$ cat config.mk
export PLATFORM = sky130hd
export DESIGN_NAME = clk_mode_ctrl
export DESIGN_NICKNAME = d
export VERILOG_FILES = /design/src/rtl/clkm_pkg.sv /design/src/rtl/clkm_next.sv /design/src/rtl/clkm_outdec.sv /design/src/rtl/clk_mode_ctrl.sv
export SDC_FILE = /design/constraint.sdc
export NUM_CORES = 1
export LEC_CHECK = 0
export BUFFER_PORTS_ARGS = -buffer_cell sky130_fd_sc_hd__buf_2
export CORE_AREA = 2 2 39 41
export DETAILED_ROUTE_END_ITERATION = 12
export DIE_AREA = 0 0 41 43
export MAX_ROUTING_LAYER = met4
export PLACE_DENSITY = 0.64
export SYNTH_ARGS = -nofsm -noshare
export SYNTH_HDL_FRONTEND = slang
export SYNTH_SLANG_ARGS = --single-unit
$ cat constraint.sdc
create_clock -name clk -period 1.48 [get_ports clk]
set_input_delay 0 -clock clk [delete_from_list [all_inputs] [get_ports clk]]
set_output_delay 0 -clock clk [all_outputs]
set_load 0.1 [all_outputs]
$ cat src/rtl/clkm_pkg.sv
// Shared mode and select codes for the clock mode controller.
// Assumes a 3-bit mode code and a 2-bit select field.
package clkm_pkg;
    localparam int MODE_W = 3;
    localparam int SEL_W  = 2;

    typedef enum logic [MODE_W-1:0] {
        M_SELF     = 3'd0,
        M_INT_UNLK = 3'd1,
        M_INT_LOCK = 3'd2,
        M_EXT_UNLK = 3'd3,
        M_EXT_LOCK = 3'd4,
        M_BYPASS   = 3'd5,
        M_OFF      = 3'd6
    } mode_t;

    localparam logic [SEL_W-1:0] SEL_SELF = 2'b00;
    localparam logic [SEL_W-1:0] SEL_INT  = 2'b01;
    localparam logic [SEL_W-1:0] SEL_BYP  = 2'b10;
    localparam logic [SEL_W-1:0] SEL_EXT  = 2'b11;
endpackage

$ cat src/rtl/clkm_next.sv
// Next-mode logic. It is purely combinational.
// Assumes the captured select and reference flags hold the values seen on entry to off.
module clkm_next
    import clkm_pkg::*;
(
    input  mode_t            cur,
    input  logic [SEL_W-1:0] sel,
    input  logic             ref_ok,
    input  logic             osc_stable,
    input  logic             clk_lost,
    input  logic             lock_ind,
    input  logic             off_req,
    input  logic [SEL_W-1:0] off_sel,
    input  logic             off_ref,
    output mode_t            nxt
);
    // Pick the next mode. off_req comes first, then clock loss, then select and lock.
    always_comb begin
        nxt = cur;
        if (off_req) begin
            nxt = M_OFF;
        end else begin
            unique case (cur)
                M_SELF: begin
                    if (sel == SEL_BYP && ref_ok)                      nxt = M_BYPASS;
                    else if (sel == SEL_EXT && ref_ok && osc_stable)   nxt = M_EXT_UNLK;
                    else if (sel == SEL_INT)                           nxt = M_INT_UNLK;
                    else                                               nxt = M_SELF;
                end
                M_INT_UNLK, M_INT_LOCK: begin
                    if (sel != SEL_INT)  nxt = M_SELF;
                    else if (lock_ind)   nxt = M_INT_LOCK;
                    else                 nxt = M_INT_UNLK;
                end
                M_EXT_UNLK, M_EXT_LOCK: begin
                    if (clk_lost)        nxt = ref_ok ? M_BYPASS : M_SELF;
                    else if (sel != SEL_EXT) nxt = M_SELF;
                    else if (lock_ind)   nxt = M_EXT_LOCK;
                    else                 nxt = M_EXT_UNLK;
                end
                M_BYPASS: begin
                    if (sel != SEL_BYP || !ref_ok) nxt = M_SELF;
                    else                           nxt = M_BYPASS;
                end
                M_OFF: begin
                    if (off_sel == SEL_BYP && off_ref) nxt = M_BYPASS;
                    else                               nxt = M_SELF;
                end
                default: nxt = M_SELF;
            endcase
        end
    end
endmodule

$ cat src/rtl/clkm_outdec.sv
// Decodes the current mode into oscillator, reference-generator and source-select controls.
// Assumes the mode is one of the legal codes. Any other code decodes as off.
module clkm_outdec
    import clkm_pkg::*;
(
    input  mode_t m,
    output logic  osc_en,
    output logic  refgen_en,
    output logic  src_ext
);
    // Map each mode to its enable pattern.
    always_comb begin
        osc_en    = 1'b0;
        refgen_en = 1'b0;
        src_ext   = 1'b0;
        unique case (m)
            M_SELF, M_EXT_UNLK, M_EXT_LOCK: osc_en = 1'b1;
            M_INT_UNLK, M_INT_LOCK: begin
                osc_en    = 1'b1;
                refgen_en = 1'b1;
            end
            M_BYPASS: src_ext = 1'b1;
            default: ;
        endcase
    end
endmodule

$ cat src/rtl/clk_mode_ctrl.sv
// Top level of the clock mode controller. It holds the mode register and the
// select/reference capture taken on entry to off.
// Assumes the status flags are already synchronous to clk.
module clk_mode_ctrl
    import clkm_pkg::*;
(
    input  logic                clk,
    input  logic                rst_n,
    input  logic [SEL_W-1:0]    sel,
    input  logic                ref_ok,
    input  logic                osc_stable,
    input  logic                clk_lost,
    input  logic                lock_ind,
    input  logic                off_req,
    output logic [MODE_W-1:0]   mode,
    output logic                osc_en,
    output logic                refgen_en,
    output logic                src_ext
);
    mode_t            mode_q;
    mode_t            mode_d;
    logic [SEL_W-1:0] off_sel_q;
    logic             off_ref_q;

    clkm_next u_next (
        .cur(mode_q), .sel(sel), .ref_ok(ref_ok), .osc_stable(osc_stable),
        .clk_lost(clk_lost), .lock_ind(lock_ind), .off_req(off_req),
        .off_sel(off_sel_q), .off_ref(off_ref_q), .nxt(mode_d)
    );

    // Mode register with synchronous reset to self-clocked.
    always_ff @(posedge clk) begin
        if (!rst_n) mode_q <= M_SELF;
        else        mode_q <= mode_d;
    end

    // Capture the select and reference status on the edge that enters off.
    always_ff @(posedge clk) begin
        if (!rst_n) begin
            off_sel_q <= SEL_SELF;
            off_ref_q <= 1'b0;
        end else if (mode_d == M_OFF && mode_q != M_OFF) begin
            off_sel_q <= sel;
            off_ref_q <= ref_ok;
        end
    end

    clkm_outdec u_dec (
        .m(mode_q), .osc_en(osc_en), .refgen_en(refgen_en), .src_ext(src_ext)
    );

    assign mode = mode_q;
endmodule

Word-level counts from Yosys, hierarchy flattened
Index checks and enable logic that the tools add are counted.
{ "totals": {"output_inout_bits": 6, "register_bits": 6} }
{ "op_classes": {"n_reduce_logical": 11, "mux": 16, "n_eq_ne": 15} }
{ "op_table": {"columns": ["operator", "n"], "rows": [
  ["3-bit two-way mux", 10],
  ["3-bit case mux with 5 select lines", 1],
  ["3-bit == test, second input constant", 4],
  ["2-bit == test, second input constant", 3],
  ["3-bit by 2-bit == test with 1-bit output, second input constant", 2],
  ["1-bit logical AND", 5],
  ["5-bit OR reduction", 1],
  ["1-bit two-way mux", 4],
  ["2-bit != test, second input constant", 2],
  ["2-bit OR reduction", 2],
  ["3-bit by 1-bit == test with 1-bit output, second input constant", 1],
  ["3-bit logical NOT", 1],
  ["3-bit != test, second input constant", 1],
  ["2-bit by 1-bit == test with 1-bit output, second input constant", 1],
  ["2-bit two-way mux", 1],
  ["2-bit by 1-bit != test with 1-bit output, second input constant", 1],
  ["1-bit logical NOT", 1],
  ["1-bit logical OR", 1]
]} }

Longest topological paths before layout
{ "logic_depth": {"word_depth": 9, "mapped_depth": 5} }

Cells and area by module
Synthesis repeated with hierarchy kept, for this count alone.
{ "hier_totals": {"hier_cells": 59, "hier_area_um2": 442.9} }
{ "by_module_without_submodules": {"columns": ["mod", "cells_per_inst", "seq_area_each_um2", "instances", "area_per_inst_um2"], "rows": [
  ["clk_mode_ctrl", 22, 120.1, 1, 224.0],
  ["clkm_next", 32, 0.0, 1, 193.9],
  ["clkm_outdec", 5, 0.0, 1, 25.0]
]} }

Worst setup path after synthesis
No wires, ideal clock.
{ "synth_path": {"kind": "register -> output", "start": "register mode_q[1] (netlist: mode[1])", "end": "output port osc_en", "setup_slack_ns": -1.505, "path_stages_with_launch": 2, "t_arrival_ns": 2.985, "required_time_ns": 1.480, "cell_sequence": "dfxtp_1 > o21ai_0"} }
{ "synth_between": {"elab_chain_len": 3, "elab_cells_between_ends": 7} }
{ "synth_rtl": {"columns": ["element", "line_no", "source"], "rows": [
  ["start, declared", "clk_mode_ctrl.sv:20", "mode_t mode_q;"],
  ["start signal, assigned", "clk_mode_ctrl.sv:34", "else mode_q <= mode_d;"],
  ["3-bit by 2-bit == test with 1-bit output, or another cell as far along", "clkm_outdec.sv:16", "unique case (m)"],
  ["5-bit OR reduction (no source line) (*)", null, null],
  ["1-bit two-way mux (*)", "clkm_outdec.sv:16", null],
  ["end, declared", "clk_mode_ctrl.sv:16", "output logic osc_en,"]
]} }
Mark *: on every way between the ends. The rest lies on a longest branch, timed or not.

Worst setup path after layout
{ "layout_path": {"start": "register mode_q[2] (netlist: mode[2])", "end": "register mode_q[0] (netlist: mode[0])"} }
{ "layout_between": {"elab_chain_len": 4, "elab_cells_between_ends": 11} }
{ "layout_rtl": {"columns": ["element", "line_no", "source"], "rows": [
  ["3-bit by 2-bit == test with 1-bit output, or another cell as far along", "clkm_next.sv:23", "unique case (cur)"],
  ["2-bit OR reduction", "clkm_next.sv:23", null],
  ["3-bit case mux with 5 select lines (*)", "clkm_next.sv:23", null],
  ["3-bit two-way mux (*)", "clkm_next.sv:20", "if (off_req) begin"]
]} }
Marked as above.
A chain may end at the register's enable or synchronous reset.

==> results_tabular.tex <==
\begin{tabular}{lr}
\hline
Metric & Value \\
\hline
\multicolumn{2}{l}{\textbf{Status}} \\
\quad Run status & finished clean \\
\multicolumn{2}{l}{\textbf{Drt}} \\
\quad Count of nets left with antenna violations after detail routing & 0 \\
\quad Routed wire length & 1.267 mm \\
\quad First DRT Iteration DRCs & 25 \\
\quad Routed wirelength normalized by instance count & 13.48 microns \\
\quad Average via count per standard cell & between 6 and 7 \\
\quad Drc violations & 0 \\
\quad Vias after detailed routing & 570 \\
\quad First-pass iteration count of the detailed router & 4 \\
\multicolumn{2}{l}{\textbf{Clock tree}} \\
\quad \# H-tree levels & 1 \\
\quad Num Clock Sinks & 6 \\
\quad PostCTS Resize Cnt & 0 \\
\quad Clk Latency, worst-skew pair & about 0.25 ns \\
\quad Number of CTS-inserted buffers & 3 \\
\quad Number of buffers inserted for hold repair after clock tree synthesis & 0 \\
\quad Clock tree from TritonCTS & done \\
\quad Root buffer cell & sky130\_fd\_sc\_hd\_\_clkbuf\_4 \\
\quad Total setup buffers inserted after CTS & 0 \\
\quad Clock edge transition at the registers on the reported setup and hold paths & 0.05 ns \\
\quad Worst-case clock buffer depth & 2 \\
\multicolumn{2}{l}{\textbf{Floorplan}} \\
\quad Die Ht & 43 microns \\
\quad I/O pin total & 15 \\
\quad Area of the placeable core & 0.001384 sq mm \\
\quad Width of the chip & 41 microns \\
\quad Die area & approximately 0.0018 sq mm \\
\quad Effective utilization at floorplan & between 30\% and 40\% \\
\quad FP Rows & 14 \\
\multicolumn{2}{l}{\textbf{Job}} \\
\quad Number of max-capacitance violations reported & 0 \\
\multicolumn{2}{l}{\textbf{Hold path}} \\
\quad Hold Crit Class & input port to register \\
\multicolumn{2}{l}{\textbf{Setup path}} \\
\quad Cells on worst reg2reg path & 4 \\
\quad CP arrival & 1.54 ns \\
\quad Buffers plus inverters on the worst setup path & 0 \\
\quad Largest stage delay on the critical path & 0.53 ns \\
\quad Critical path cell sequence & or4b\_4, a21oi\_1, a211oi\_1, o21ai\_1 \\
\quad CP max stage cell & sky130\_fd\_sc\_hd\_\_or4b\_4 \\
\quad Critical path endpoint category & register \\
\quad Setup crit start kind & register \\
\quad Critical register-to-register path endpoint & mode[0]\$\_SDFF\_PN0\_ \\
\quad Data required time at the worst endpoint & around 1.7 ns \\
\quad Worst-path fanout max & 16 \\
\quad Total number of cells along the worst setup path & 4 \\
\quad Capturing element of the worst setup path & mode[0]\$\_SDFF\_PN0\_ \\
\quad Cell family with most CP delay & simple AND/OR/NAND/NOR gates \\
\quad Beginning of the critical path & mode[2]\$\_SDFF\_PN0\_ \\
\quad Setup slack on the worst flop-to-flop path & around 0.11 ns \\
\quad Launch instance of the worst register-to-register path & mode[2]\$\_SDFF\_PN0\_ \\
\quad Worst Setup Path Type & register to register \\
\multicolumn{2}{l}{\textbf{Yosys}} \\
\quad Post-synthesis net count & 70 \\
\quad Synthesized instance count & 61 \\
\quad Asr flop ratio synth & 0\% \\
\quad Yosys top cell area share & 25.07\% \\
\quad Register bit count reported by yosys & 6 \\
\quad Average size of a mapped cell & approximately 7.9 sq um \\
\quad Cell Area, Synth & 479.2 sq um \\
\quad Ys flop type & sky130\_fd\_sc\_hd\_\_dfxtp\_1 \\
\quad Synth warn & 0 \\
\quad Most area-hungry cell type in the Yosys netlist & sky130\_fd\_sc\_hd\_\_dfxtp\_1 \\
\quad List of most frequent post-synthesis cells & sky130\_fd\_sc\_hd\_\_dfxtp\_1 (6), sky130\_fd\_sc\_hd\_\_nor2b\_1 (6), sky130\_fd\_sc\_hd\_\_nand2\_1 (5) \\
\quad Number of distinct library cells after synthesis & 32 \\
\quad Share of synthesized area occupied by flip-flops and latches & roughly 25\% \\
\quad EDFF count, synth & 0 \\
\quad Main area contributors after synthesis & sky130\_fd\_sc\_hd\_\_dfxtp\_1 (25\%), sky130\_fd\_sc\_hd\_\_nor2b\_1 (7.8\%), sky130\_fd\_sc\_hd\_\_mux2i\_1 (6.3\%) \\
\multicolumn{2}{l}{\textbf{Power}} \\
\quad Cell leakage power & 0.2522 nW \\
\quad PwrDens & $\sim$850 mW/mm\^{}2 \\
\quad Worst IR drop on VDD & 0.3905 mV \\
\multicolumn{2}{l}{\textbf{Finish}} \\
\quad Final net count & $\sim$90 \\
\quad Filler Cell Count & 140 \\
\quad Number of antenna repair diodes & 0 \\
\quad Fraction of final layout cells with drive strength greater than 1 & 33.33\% \\
\quad Area overhead of the layout relative to synthesis & 33.94\% \\
\multicolumn{2}{l}{\textbf{Placed design}} \\
\quad Final HPWL DP & 965.7 microns \\
\quad Last weighted congestion value of the routability-driven placer & 0.8765 \\
\quad Pre-CTS setup slack & between 0.1 and 0.15 ns \\
\quad I/O Buffers & 14 \\
\multicolumn{2}{l}{\textbf{Timing}} \\
\quad Setup repair after global routing missed its margin & no \\
\quad Worst-Margin Slew & 0.4870 ns \\
\quad Achievable Freq & 0.7312 GHz \\
\quad Post-route worst setup slack & 0.1125 ns \\
\quad Max-slew headroom & 67.75\% \\
\quad Max Transition Viols Final & 0 \\
\quad Part of the cycle the worst path needs & 92.40\% \\
\quad Setup TNS & 0 ns \\
\quad Post-route minimum period & 1.368 ns \\
\quad Number of failing setup endpoints in the final timing report & 0 \\
\quad Clock skew after layout & 0.01253 ns \\
\quad Hold violation total from the final report & 0 \\
\multicolumn{2}{l}{\textbf{Global routing}} \\
\quad Initial antenna violation count & 0 \\
\quad Overall Global Routing Usage & roughly 17\% \\
\quad Number of global-route vias before repair & roughly 480 \\
\quad Largest net degree at the start of global routing & 17 \\
\quad Congestion Overflow GR & 0 \\
\quad First-pass GRT wire length & 2.063 mm \\
\hline
\end{tabular}
[cells by family after synthesis]
logic type             count (synthesis)  share of synthesized area (%)
DFF                                    6                          25.07
and+or+nand+nor                       29                          36.82
buffers and inverters                  5                          5.482
muxes                                  3                          6.267
AOI/OAI and AO/OA                     18                          26.37
[power by group]
| part | switching, mW | internal (mW) |
|---|---|---|
| clock | 0.0598 | 0.102 |
| sequential | 0.0206 | 0.171 |
| combinational | 0.127 | 0.0624 |
[cell usage in the layout (no fill, tap or decap), types with 2 or more instances in the layout]
cell type,netlist,final
sky130_fd_sc_hd__o21ai_1,2,2
sky130_fd_sc_hd__nand2_1,5,5
sky130_fd_sc_hd__buf_2,0,13
sky130_fd_sc_hd__nor2_1,4,3
sky130_fd_sc_hd__dfxtp_1,6,3
sky130_fd_sc_hd__nand4b_1,2,2
sky130_fd_sc_hd__clkbuf_4,0,3
sky130_fd_sc_hd__nor2b_1,6,6
sky130_fd_sc_hd__a21oi_1,4,3
sky130_fd_sc_hd__nand3_1,3,3
sky130_fd_sc_hd__mux2i_1,3,3
sky130_fd_sc_hd__dfxtp_4,0,3
sky130_fd_sc_hd__a211o_1,2,2
sky130_fd_sc_hd__inv_1,3,3
[worst min path at each step]
stage / start / slack, ns / endpoint / cells after the start
floorplan: rst_n / 0.12 / mode[2]$_SDFF_PN0_ / 1
global placement: rst_n / 0.29 / mode[2]$_SDFF_PN0_ / 2
detailed placement: rst_n / 0.28 / mode[2]$_SDFF_PN0_ / 2
CTS: rst_n / 0.03 / mode[2]$_SDFF_PN0_ / 2
global route: rst_n / 0.04 / mode[2]$_SDFF_PN0_ / 2
finish: rst_n / 0.04 / mode[2]$_SDFF_PN0_ / 2
[stage by stage]
stage / area (sq um) / util [%] / power, mW / instances / hold slack, ns
floorplan: 519.2 / - / 0.3322 / 61 / 0.1178
global placement: 615.6 / 44.48 / 0.3822 / 90 / 0.2864
detailed placement: 615.6 / 44.48 / 0.3834 / 90 / 0.2810
CTS: 641.9 / 46.38 / 0.5497 / 94 / 0.03007
global route: 641.9 / 46.38 / 0.5688 / 94 / 0.03858
finish: 641.9 / 46.38 / 0.5431 / 94 / 0.04053
[layer usage]
| layer | vias to the layer above | track usage (%) | wire, microns |
|---|---|---|---|
| li1 | 266 | - | - |
| met1 | 272 | 20.97 | 488 |
| met2 | 30 | 25.62 | 662 |
| met3 | 2 | 6.806 | 102 |
| met4 | 0 | 5.333 | 14 |
| met5 | - | - | 0 |
[registers in the layout, summed over array words and instances (netlist names)]
| name | flops |
|---|---|
| mode | 3 |
| off_sel_q | 2 |
| off_ref_q | 1 |
[area by class of cell]
| class | instances | area (sq um) | area share (%) |
|---|---|---|---|
| multi-input cells | 50 | 360.3 | 56.14 |
| flip-flops and latches | 6 | 131.4 | 20.47 |
| repair buffers | 15 | 92.59 | 14.42 |
| clock buffers | 4 | 26.28 | 4.094 |
| well taps | 16 | 20.02 | 3.119 |
| inverters | 3 | 11.26 | 1.754 |
(Power assumes the default switching activity.)
